## src/rtl/pmac_pkg.sv

```systemverilog
package pmac_pkg;

  typedef enum logic [1:0] {
    OP_MAC  = 2'd0,
    OP_PAIR = 2'd1,
    OP_LOAD = 2'd2,
    OP_READ = 2'd3
  } op_e;

  typedef enum logic [1:0] {
    ST_IDLE  = 2'd0,
    ST_BUSY  = 2'd1,
    ST_RD_LO = 2'd2,
    ST_RD_HI = 2'd3
  } st_e;

endpackage

```

## src/rtl/pmac_mult.sv

```systemverilog
module pmac_mult #(
  parameter int WORD_W = 32,
  parameter int ACC_W  = 40,
  parameter int LANES  = 2
) (
  input  logic [WORD_W-1:0] op_a,
  input  logic [WORD_W-1:0] op_b,
  input  logic              packed_mode,
  output logic [ACC_W-1:0]  product
);
  localparam int LANE_W = WORD_W / LANES;

  logic signed [ACC_W-1:0] full_a, full_b, full_p;
  logic [ACC_W-1:0] lane_ext [LANES];
  logic [ACC_W-1:0] lane_sum;

  // full-width signed product, truncated to accumulator width
  assign full_a = {{(ACC_W-WORD_W){op_a[WORD_W-1]}}, op_a};
  assign full_b = {{(ACC_W-WORD_W){op_b[WORD_W-1]}}, op_b};
  assign full_p = full_a * full_b;

  // one signed product per packed lane
  for (genvar g = 0; g < LANES; g++) begin : g_lane
    logic signed [ACC_W-1:0] la, lb;
    assign la = {{(ACC_W-LANE_W){op_a[g*LANE_W+LANE_W-1]}}, op_a[g*LANE_W +: LANE_W]};
    assign lb = {{(ACC_W-LANE_W){op_b[g*LANE_W+LANE_W-1]}}, op_b[g*LANE_W +: LANE_W]};
    assign lane_ext[g] = la * lb;
  end

  always_comb begin
    lane_sum = '0;
    for (int i = 0; i < LANES; i++) lane_sum = lane_sum + lane_ext[i];
  end

  assign product = packed_mode ? lane_sum : full_p;

endmodule

```

## src/rtl/pmac_acc.sv

```systemverilog
module pmac_acc #(
  parameter int WORD_W = 32,
  parameter int ACC_W  = 40
) (
  input  logic                    clk,
  input  logic                    rst,
  input  logic                    ld_en,
  input  logic [WORD_W-1:0]       ld_lo,
  input  logic [ACC_W-WORD_W-1:0] ld_guard,
  input  logic                    add_en,
  input  logic [ACC_W-1:0]        addend,
  output logic [ACC_W-1:0]        acc
);

  always_ff @(posedge clk) begin
    if (rst)         acc <= '0;
    else if (ld_en)  acc <= {ld_guard, ld_lo};
    else if (add_en) acc <= acc + addend;
  end

  // accumulator is zero right after reset
  a_r1_reset_zero: assert property (@(posedge clk) $past(rst) |-> acc == '0);

  // a load puts the low word and guard byte in place
  a_r4_load_place: assert property (@(posedge clk) disable iff (rst)
    ld_en |=> acc == {$past(ld_guard), $past(ld_lo)});

endmodule

```

## src/rtl/pmac_ctrl.sv

```systemverilog
module pmac_ctrl import pmac_pkg::*; #(
  parameter int MAC_LAT = 3,
  parameter int SEL_W   = 3
) (
  input  logic             clk,
  input  logic             rst,
  input  logic             cmd_valid,
  input  logic [1:0]       cmd_op,
  input  logic [SEL_W-1:0] cmd_sel,
  input  logic             cmd_cond,
  input  logic             rsp_ready,
  output logic             cmd_ready,
  output logic             busy,
  output logic             illegal,
  output logic             rsp_valid,
  output logic             rsp_last,
  output logic             ld_en,
  output logic             cap_en,
  output logic             packed_mode,
  output logic             add_en
);
  localparam int CNT_W = $clog2(MAC_LAT + 1);

  st_e              st_q;
  logic [CNT_W-1:0] cnt_q;
  logic             illegal_q;
  op_e              op;
  logic             accept, legal, go;

  assign op          = op_e'(cmd_op);
  assign cmd_ready   = (st_q == ST_IDLE);
  assign accept      = cmd_valid && cmd_ready;
  assign legal       = (cmd_sel == '0);
  assign go          = accept && legal && cmd_cond;
  assign ld_en       = go && (op == OP_LOAD);
  assign cap_en      = go && (op == OP_MAC || op == OP_PAIR);
  assign packed_mode = (op == OP_PAIR);
  assign add_en      = (st_q == ST_BUSY) && (cnt_q == CNT_W'(1));
  assign busy        = (st_q == ST_BUSY);
  assign rsp_valid   = (st_q == ST_RD_LO) || (st_q == ST_RD_HI);
  assign rsp_last    = (st_q == ST_RD_HI);
  assign illegal     = illegal_q;

  always_ff @(posedge clk) begin
    if (rst) begin
      st_q      <= ST_IDLE;
      cnt_q     <= '0;
      illegal_q <= 1'b0;
    end else begin
      illegal_q <= accept && !legal;
      case (st_q)
        ST_IDLE: begin
          if (cap_en) begin
            st_q  <= ST_BUSY;
            cnt_q <= CNT_W'(MAC_LAT - 1);
          end else if (go && op == OP_READ) begin
            st_q <= ST_RD_LO;
          end
        end
        ST_BUSY: begin
          if (add_en) st_q  <= ST_IDLE;
          else        cnt_q <= cnt_q - CNT_W'(1);
        end
        ST_RD_LO: if (rsp_ready) st_q <= ST_RD_HI;
        ST_RD_HI: if (rsp_ready) st_q <= ST_IDLE;
        default:  st_q <= ST_IDLE;
      endcase
    end
  end

  // a stalled word keeps its position in the pair
  a_r6_stall_hold: assert property (@(posedge clk) disable iff (rst)
    rsp_valid && !rsp_ready |=> rsp_valid && $stable(rsp_last));

  // the high word follows the low word in the next cycle
  a_r5_hi_next: assert property (@(posedge clk) disable iff (rst)
    rsp_valid && !rsp_last && rsp_ready |=> rsp_valid && rsp_last);

  // an illegal pulse only follows an accepted bad selector
  a_r8_illegal_src: assert property (@(posedge clk) disable iff (rst)
    illegal |-> $past(cmd_valid && cmd_ready && cmd_sel != '0));

  // busy only starts from an accepted arithmetic command
  a_r9_busy_src: assert property (@(posedge clk) disable iff (rst)
    $rose(busy) |-> $past(cmd_valid && cmd_ready && cmd_cond && cmd_sel == '0 && !cmd_op[1]));

endmodule

```

## src/rtl/pair_mac40.sv

```systemverilog
module pair_mac40 #(
  parameter int WORD_W  = 32,
  parameter int ACC_W   = 40,
  parameter int SEL_W   = 3,
  parameter int MAC_LAT = 3
) (
  input  logic              clk,
  input  logic              rst,
  input  logic              cmd_valid,
  output logic              cmd_ready,
  input  logic [1:0]        cmd_op,
  input  logic [SEL_W-1:0]  cmd_sel,
  input  logic              cmd_cond,
  input  logic [WORD_W-1:0] cmd_a,
  input  logic [WORD_W-1:0] cmd_b,
  output logic              busy,
  output logic              illegal,
  output logic              rsp_valid,
  input  logic              rsp_ready,
  output logic [WORD_W-1:0] rsp_data,
  output logic              rsp_last
);
  localparam int GUARD_W = ACC_W - WORD_W;

  logic             ld_en, cap_en, packed_mode, add_en;
  logic [ACC_W-1:0] product, prod_q, acc_q;

  pmac_ctrl #(.MAC_LAT(MAC_LAT), .SEL_W(SEL_W)) u_ctrl (
    .clk(clk), .rst(rst), .cmd_valid(cmd_valid), .cmd_op(cmd_op),
    .cmd_sel(cmd_sel), .cmd_cond(cmd_cond), .rsp_ready(rsp_ready),
    .cmd_ready(cmd_ready), .busy(busy), .illegal(illegal),
    .rsp_valid(rsp_valid), .rsp_last(rsp_last), .ld_en(ld_en),
    .cap_en(cap_en), .packed_mode(packed_mode), .add_en(add_en)
  );

  pmac_mult #(.WORD_W(WORD_W), .ACC_W(ACC_W), .LANES(2)) u_mult (
    .op_a(cmd_a), .op_b(cmd_b), .packed_mode(packed_mode), .product(product)
  );

  always_ff @(posedge clk) begin
    if (rst)         prod_q <= '0;
    else if (cap_en) prod_q <= product;
  end

  pmac_acc #(.WORD_W(WORD_W), .ACC_W(ACC_W)) u_acc (
    .clk(clk), .rst(rst), .ld_en(ld_en), .ld_lo(cmd_a),
    .ld_guard(cmd_b[GUARD_W-1:0]), .add_en(add_en), .addend(prod_q), .acc(acc_q)
  );

  assign rsp_data = rsp_last ? {{(WORD_W-GUARD_W){acc_q[ACC_W-1]}}, acc_q[ACC_W-1:WORD_W]}
                             : acc_q[WORD_W-1:0];

  // stalled data does not move
  a_r6_data_stable: assert property (@(posedge clk) disable iff (rst)
    rsp_valid && !rsp_ready |=> $stable(rsp_data));

  // a failed condition leaves the accumulator alone
  a_r7_cond_noop: assert property (@(posedge clk) disable iff (rst)
    cmd_valid && cmd_ready && !cmd_cond |=> $stable(acc_q));

  // a bad selector leaves the accumulator alone
  a_r8_sel_noop: assert property (@(posedge clk) disable iff (rst)
    cmd_valid && cmd_ready && cmd_sel != '0 |=> $stable(acc_q));

  // the high word is a sign extension of the guard byte
  a_r5_hi_sext: assert property (@(posedge clk) disable iff (rst)
    rsp_valid && rsp_last |->
      rsp_data == {{(WORD_W-GUARD_W){rsp_data[GUARD_W-1]}}, rsp_data[GUARD_W-1:0]});

endmodule

```

## config.mk

```make
export PLATFORM = sky130hd
export DESIGN_NAME = pair_mac40
export DESIGN_NICKNAME = d
export VERILOG_FILES = /design/src/rtl/pmac_pkg.sv /design/src/rtl/pmac_mult.sv /design/src/rtl/pmac_acc.sv /design/src/rtl/pmac_ctrl.sv /design/src/rtl/pair_mac40.sv
export SDC_FILE = /design/constraint.sdc
export NUM_CORES = 2
export LEC_CHECK = 0
export ABC_AREA = 1
export ABC_CLOCK_PERIOD_IN_PS = 11290
export BUFFER_PORTS_ARGS = -buffer_cell sky130_fd_sc_hd__buf_2
export CORE_MARGIN = 5
export CORE_UTILIZATION = 50
export CTS_CLUSTER_SIZE = 10
export DETAILED_ROUTE_END_ITERATION = 10
export PLACE_DENSITY = 0.75
export SLEW_MARGIN = 20
export SYNTH_ARGS = -nofsm -noshare
export SYNTH_HDL_FRONTEND = slang
export SYNTH_SLANG_ARGS = --single-unit
```

## constraint.sdc

```tcl
create_clock -name clk -period 11.29 [get_ports clk]
set_clock_uncertainty 0.2 [all_clocks]
set_input_delay 0 -clock clk [delete_from_list [all_inputs] [get_ports clk]]
set_output_delay 0 -clock clk [all_outputs]
set_load 0.02 [all_outputs]
```

# --- Word level (Yosys, flattened, before mapping) ---
# Index checks and enable logic that the tools add are counted.
op_classes:
  n_eq_ne: 13
  mux: 13
  n_div: 0
  order_cmp: 0
  reduce_logical: 18
  n_bitwise: 0
  n_addsub: 3
  shift: 0
  multipliers: 3
op_table:
  columns: ["operator", "n"]
  rows:
  - ["40-bit 2-to-1 mux", 3]
  - ["40-bit adder", 2]
  - ["16-bit by 16-bit multiplier with 32-bit output", 2]
  - ["32-bit by 32-bit multiplier with 40-bit output", 1]
  - ["32-bit 2-to-1 mux", 1]
  - ["2-bit 2-to-1 mux", 7]
  - ["2-bit == test, second input constant", 4]
  - ["1-bit logical AND", 8]
  - ["2-bit inequality test, second input constant", 4]
  - ["2-bit one-hot mux with 4 select lines", 1]
  - ["2-bit by 1-bit == test with 1-bit output, second input constant", 3]
  - ["2-bit logical NOT", 2]
  - ["2-bit one-hot mux with 2 select lines", 1]
  - ["4-bit AND reduction", 1]
  - ["2-bit nonzero test", 2]
  - ["3-bit logical NOT", 1]
  - ["3-bit inequality test, second input constant", 1]
  - ["3-bit AND reduction", 1]
  - ["1-bit logical OR", 2]
  - ["2-bit by 1-bit inequality test with 1-bit output, second input constant", 1]
  - ["2-bit by 1-bit subtractor with 2-bit output, second input constant", 1]
  - ["1-bit logical NOT", 1]
totals:
  rom_bits: 0
  wordCells: 55
  n_memories: 0
  latch_bits: 0
  output_inout_bits: 37
  register_bits: 85
  mem_bits_rw: 0

# --- Logic depth before layout (Yosys ltp) ---
depth:
  depth_word: 8
  ltp_mapped: 42
  mapped_depth_nobuf: 40

# --- Cells and area by module ---
# A second synthesis with hierarchy kept.
unflattened:
  hier_cells: 6273
  hier_area_um2: 47468.0
modules_own_cells:
  columns: ["module", "n_inst", "area_per_inst_um2", "cells_per_inst"]
  rows:
  - ["pmac_mult", 1, 40548.9, 5088]
  - ["pmac_acc", 1, 4566.9, 798]
  - ["pair_mac40", 1, 2016.9, 332]
  - ["pmac_ctrl", 1, 335.3, 55]

# --- Least setup slack after synthesis ---
# Ideal clock, no wire load.
synth_path:
  kind: "input to register"
  from: "input port cmd_b[1]"
  to: "register prod_q[30]"
  t_arrival_ns: 6.667
  setup_ns: 0.109
  required_ns: 10.981
  path_slack_ns: 4.314
  cell_stages: 30
  path_cell_list: "clkbuf_1 clkbuf_1 nand2_1 inv_1 fa_1 fa_1 fa_1 fa_1 fa_1 inv_1 fa_1 inv_1 ha_1 nand2_1 nor4_2 nand3_1 nand3_1 a21o_1 a21oi_1 xor2_1 inv_1 ha_1 a21o_1 o21bai_1 nor3_1 nand3_1 nand3_1 nand3_1 nand2_1 inv_1"
synth_between:
  elab_chain_cells: 3
  elab_cells_between_ends: 4
synth_rtl:
  columns: ["element", "line", "source"]
  rows:
  - ["from (decl)", "pair_mac40.sv:15", "input logic [WORD_W-1:0] cmd_b,"]
  - ["16-bit by 16-bit multiplier with 32-bit output", "pmac_mult.sv:27", "assign lane_ext[g] = la * lb;"]
  - ["40-bit adder", "pmac_mult.sv:32", "for (int i = 0; i < LANES; i++) lane_sum = lane_sum + lane_ext[i];"]
  - ["40-bit 2-to-1 mux *", "pmac_mult.sv:35", "assign product = packed_mode ? lane_sum : full_p;"]
  - ["to (signal assigned)", "pair_mac40.sv:42", "else if (cap_en) prod_q <= product;"]
  - ["to (decl)", "pair_mac40.sv:26", "logic [ACC_W-1:0] product, prod_q, acc_q;"]
# Every way passes the cells marked *; elsewhere a longest branch is shown, timed or not.
# A chain may end at the register's enable or synchronous reset.

# --- Final worst setup path ---
layout_path:
  from: "input port cmd_a[7]"
  to: "register prod_q[24]"
layout_between:
  elab_chain_cells: 3
  elab_cells_between_ends: 4
layout_rtl:
  columns: ["element", "line", "source"]
  rows:
  - ["from (decl)", "pair_mac40.sv:14", "input logic [WORD_W-1:0] cmd_a,"]
  - ["16-bit by 16-bit multiplier with 32-bit output", "pmac_mult.sv:27", null]
  - ["40-bit adder", "pmac_mult.sv:32", null]
  - ["40-bit 2-to-1 mux *", "pmac_mult.sv:35", null]
# Marks and branches as above.

==> summary.md <==
| Metric | Value |
|---|---|
| Status | `finished clean` |
| M3 GR Usage | `between 5 and 6%` |
| Clock Latency Late Sink | `about 360 ps` |
| Mapped Cells | `6766` |
| Core Footprint | `0.102 sq mm` |
| Post-DP HPWL | `about 140000 microns` |
| Synth unique cells | `58` |
| Worst endpoint required time | `11400 ps` |
| CTS root buffer | `clkbuf_16` |
| Syn-to-layout area delta | `3.93%` |
| TritonRoute pass-1 iters | `6` |
| Syn_area_per_cell | `~7.6 sq um` |
| Tot GR Track Use | `30.3%` |
| Post-synthesis cell area | `0.0516 sq mm` |
| TritonCTS Sinks | `85` |
| FILL cells | `between 9000 and 10000` |
| Setup Buffers After CTS | `0` |
| Detailed Route WL | `roughly 160000 microns` |
| First-pass GRT wire length | `about 260000 microns` |
| IO Pins | `between 100 and 150` |
| Num CTS Buffers | `9` |
| Initial antenna violation count | `7` |
| Slew Viols, Final | `0` |
| GRT busiest layer | `met2` |
| Async set-reset flop share out of synthesis | `0%` |
| Ys Warns | `0` |
| Final net count | `just over 8000` |
| Seq/Total Area, Yosys | `3.30%` |
| Pre-CTS setup slack | `around 2900 ps` |
| Crit end category | `flip-flop` |
| Final worst-path cycle share | `74.9%` |
| Setup ws final | `approximately 2800 ps` |
| I/O Buffers | `between 100 and 150` |
| Final hold violations | `0` |
| Row count | `roughly 120` |
| DR iter-0 viols | `3863` |
| Most used cell, CP | `inv_1` |
| Largest net degree at the start of global routing | `slightly below 80` |
| # setup viols final | `0` |
| # DRC | `0` |
| Unrepaired setup endpoints after global routing | `false` |
| Die ar. | `roughly 0.11 sq mm` |
| Vias in the first global route | `44900` |
| Critical Path AT | `approximately 8600 ps` |
| Setup Crit Path Kind | `in -> reg` |
| Achievable Freq | `about 0.12 GHz` |
| Register clock-pin slew on the reported worst setup and hold paths | `80 ps` |
| Final TNS setup | `0 ps` |
| Syn_nets | `between 8000 and 9000` |
| Detail Route Antenna Nets | `0` |
| Crit-path leading delay family | `adder cells` |
| Critical Path Slowest Stage Cell | `fa_1` |
| Post-layout min period | `approximately 8500 ps` |
| Max-slew headroom | `24.6%` |
| CTS tree | `built` |
| Avg WL per Cell | `20.3 microns` |
| Number of flops mapped to enable cells by yosys | `0` |
| Tightest Pin Transition | `around 1100 ps` |
| Met1 GRT Util | `a little over 40%` |
| GRT overflow | `0` |
| CTS Buffer Depth | `2` |
| H-Tree Depth | `3` |
| Layout cell share with drive strength beyond 1 | `~3.8%` |
| Largest stage delay on the critical path | `560 ps` |
| M2 GR Usage | `50.1%` |
| Worst-path fanout max | `29` |
| Hold WC Path Type | `in -> reg` |
| Die width | `between 300 and 400 microns` |
| Via count | `~43000` |
| Register bit total from synthesis | `85` |
| Routability congestion estimate | `1.05` |
| Initial Utilization | `~50%` |
| Most used DFF post-synth | `dfxtp_1` |
| Max_cap viols | `0` |
| Startpoint types | `input pin` |
| DR vias/cell | `around 5.3` |
| Die outline height | `about 330 microns` |
| Buf+Inv Stages, Crit Path | `11` |
-- final cells by class --
type / instances / area [sq um] / share of cell area (%)
Inverter: 2065 / 7750 / 14.5
Tap cell: 1368 / 1710 / 3.19
Timing Repair Buffer: 166 / 1000 / 1.87
Antenna cell: 3 / 7.51 / 0.0140
Clock inverter: 5 / 82.6 / 0.154
Clock buffer: 10 / 239 / 0.446
Multi-Input combinational cell: 4355 / 41100 / 76.7
Sequential cell: 85 / 1700 / 3.17
-- cells in the final DEF (no fill, tap or decap), types with 8 or more instances in the layout --
master and count:
nand3_2 10, dfxtp_1 85, nand4_1 33, nor3_1 18, o21bai_1 15, inv_1 2053, a31oi_1 66, ha_1 394
or2_2 13, inv_2 12, o21ai_0 192, clkbuf_16 9, buf_2 110, nand2_2 8, xnor2_1 44, buf_4 44
dlygate4sd3_1 12, a21oi_1 232, nand3_1 147, o21ai_1 16, a21o_1 17, nor4_1 9, xor2_1 71, o21ai_2 8
fa_1 1164, o21a_1 10, nor2_1 241, nand3b_1 11, nand2_1 1554
-- worst reg2reg max path, stage by stage, from the launching register on --
cell and delay [ps]:
dfxtp_1 390, nor2_1 130, nand4_1 200, inv_1 70
nand2_1 410, inv_2 40, buf_4 300, nor2_4 840
inv_2 320, o21ai_0 240, inv_1 70, a21oi_2 120
-- logic make-up (layout without fill, tap and decap cells) --
logic type                 count (synthesis)  after routing  share of synthesized area, %
AOI/OAI and AO/OA                        613            613                          6.82
xor gates and xnor gates                 115            115                          1.95
adders and majority gates               1558           1558                          54.7
buffers and inverters                   2326           2246                          17.0
DFF                                       85             85                          3.30
other                                      0              3                             0
and+or+nand+nor                         2069           2069                          16.2
-- registers in the layout, summed over array words and instances, names as in the netlist --
register        count
u_acc.acc          40
u_ctrl.illegal      1
prod_q             40
u_ctrl.st_q         2
u_ctrl.cnt_q        2
-- Yosys cell counts (all sizes together) (6+ instances only) --
cell type / n / area share, %
a31oi: 66 / 0.80
a21o: 17 / 0.25
o21a: 10 / 0.15
o22ai: 7 / 0.085
a21oi: 238 / 2.4
nand3: 157 / 1.6
nand2: 1562 / 11
nor3: 21 / 0.23
clkbuf: 205 / 1.5
o21bai: 17 / 0.26
o211ai: 6 / 0.087
o21ai: 220 / 2.3
ha: 394 / 9.6
nor2: 251 / 1.9
or2: 17 / 0.21
nand4: 33 / 0.40
inv: 2065 / 15
a21boi: 10 / 0.16
xor2: 71 / 1.2
fa: 1164 / 45
nor4: 12 / 0.20
buf: 56 / 0.50
xnor2: 44 / 0.75
dfxtp: 85 / 3.3
nand3b: 11 / 0.16
-- layer usage --
layer  vias to the layer above  wire, microns
met4                         2           6140
met1                     21200          66600
met5                         -             17
li1                      19300              -
met2                      2054          76400
met3                       373          14600
-- metrics by stage --
stage,hold WS (ps),util [%],cell area (sq um),cells
after floorplan,-69.6,-,51600,6766
after global placement,28.2,52.0,53200,8027
after detailed placement,39.6,52.0,53200,8027
after CTS,61.1,52.5,53600,8054
after global routing,65.5,52.5,53600,8057
final,56.9,52.5,53600,8057
-- repair_timing --
action                                  4_1_cts  5_1_grt
endpoints found under the setup margin        0        0
hold endpoints to repair                     10        0
hold buffers                                 12        0
resized for setup                             0        0
-- worst paths after layout --
path | startpoint | endpoint | slack, ps | cells past startpoint
max | cmd_a[7] | prod_q[24] | 2840 | 34
min | cmd_b[0] | u_acc.acc[32] | 60 | 4
max reg2reg | u_ctrl.st_q[1] | u_acc.acc[22] | 7900 | 11
min reg2reg | u_acc.acc[31] | u_acc.acc[31] | 320 | 2
Power is left out: the tool's default activity adds up to more than one toggle a clock period on the data nets, which glitch-free logic cannot reach.
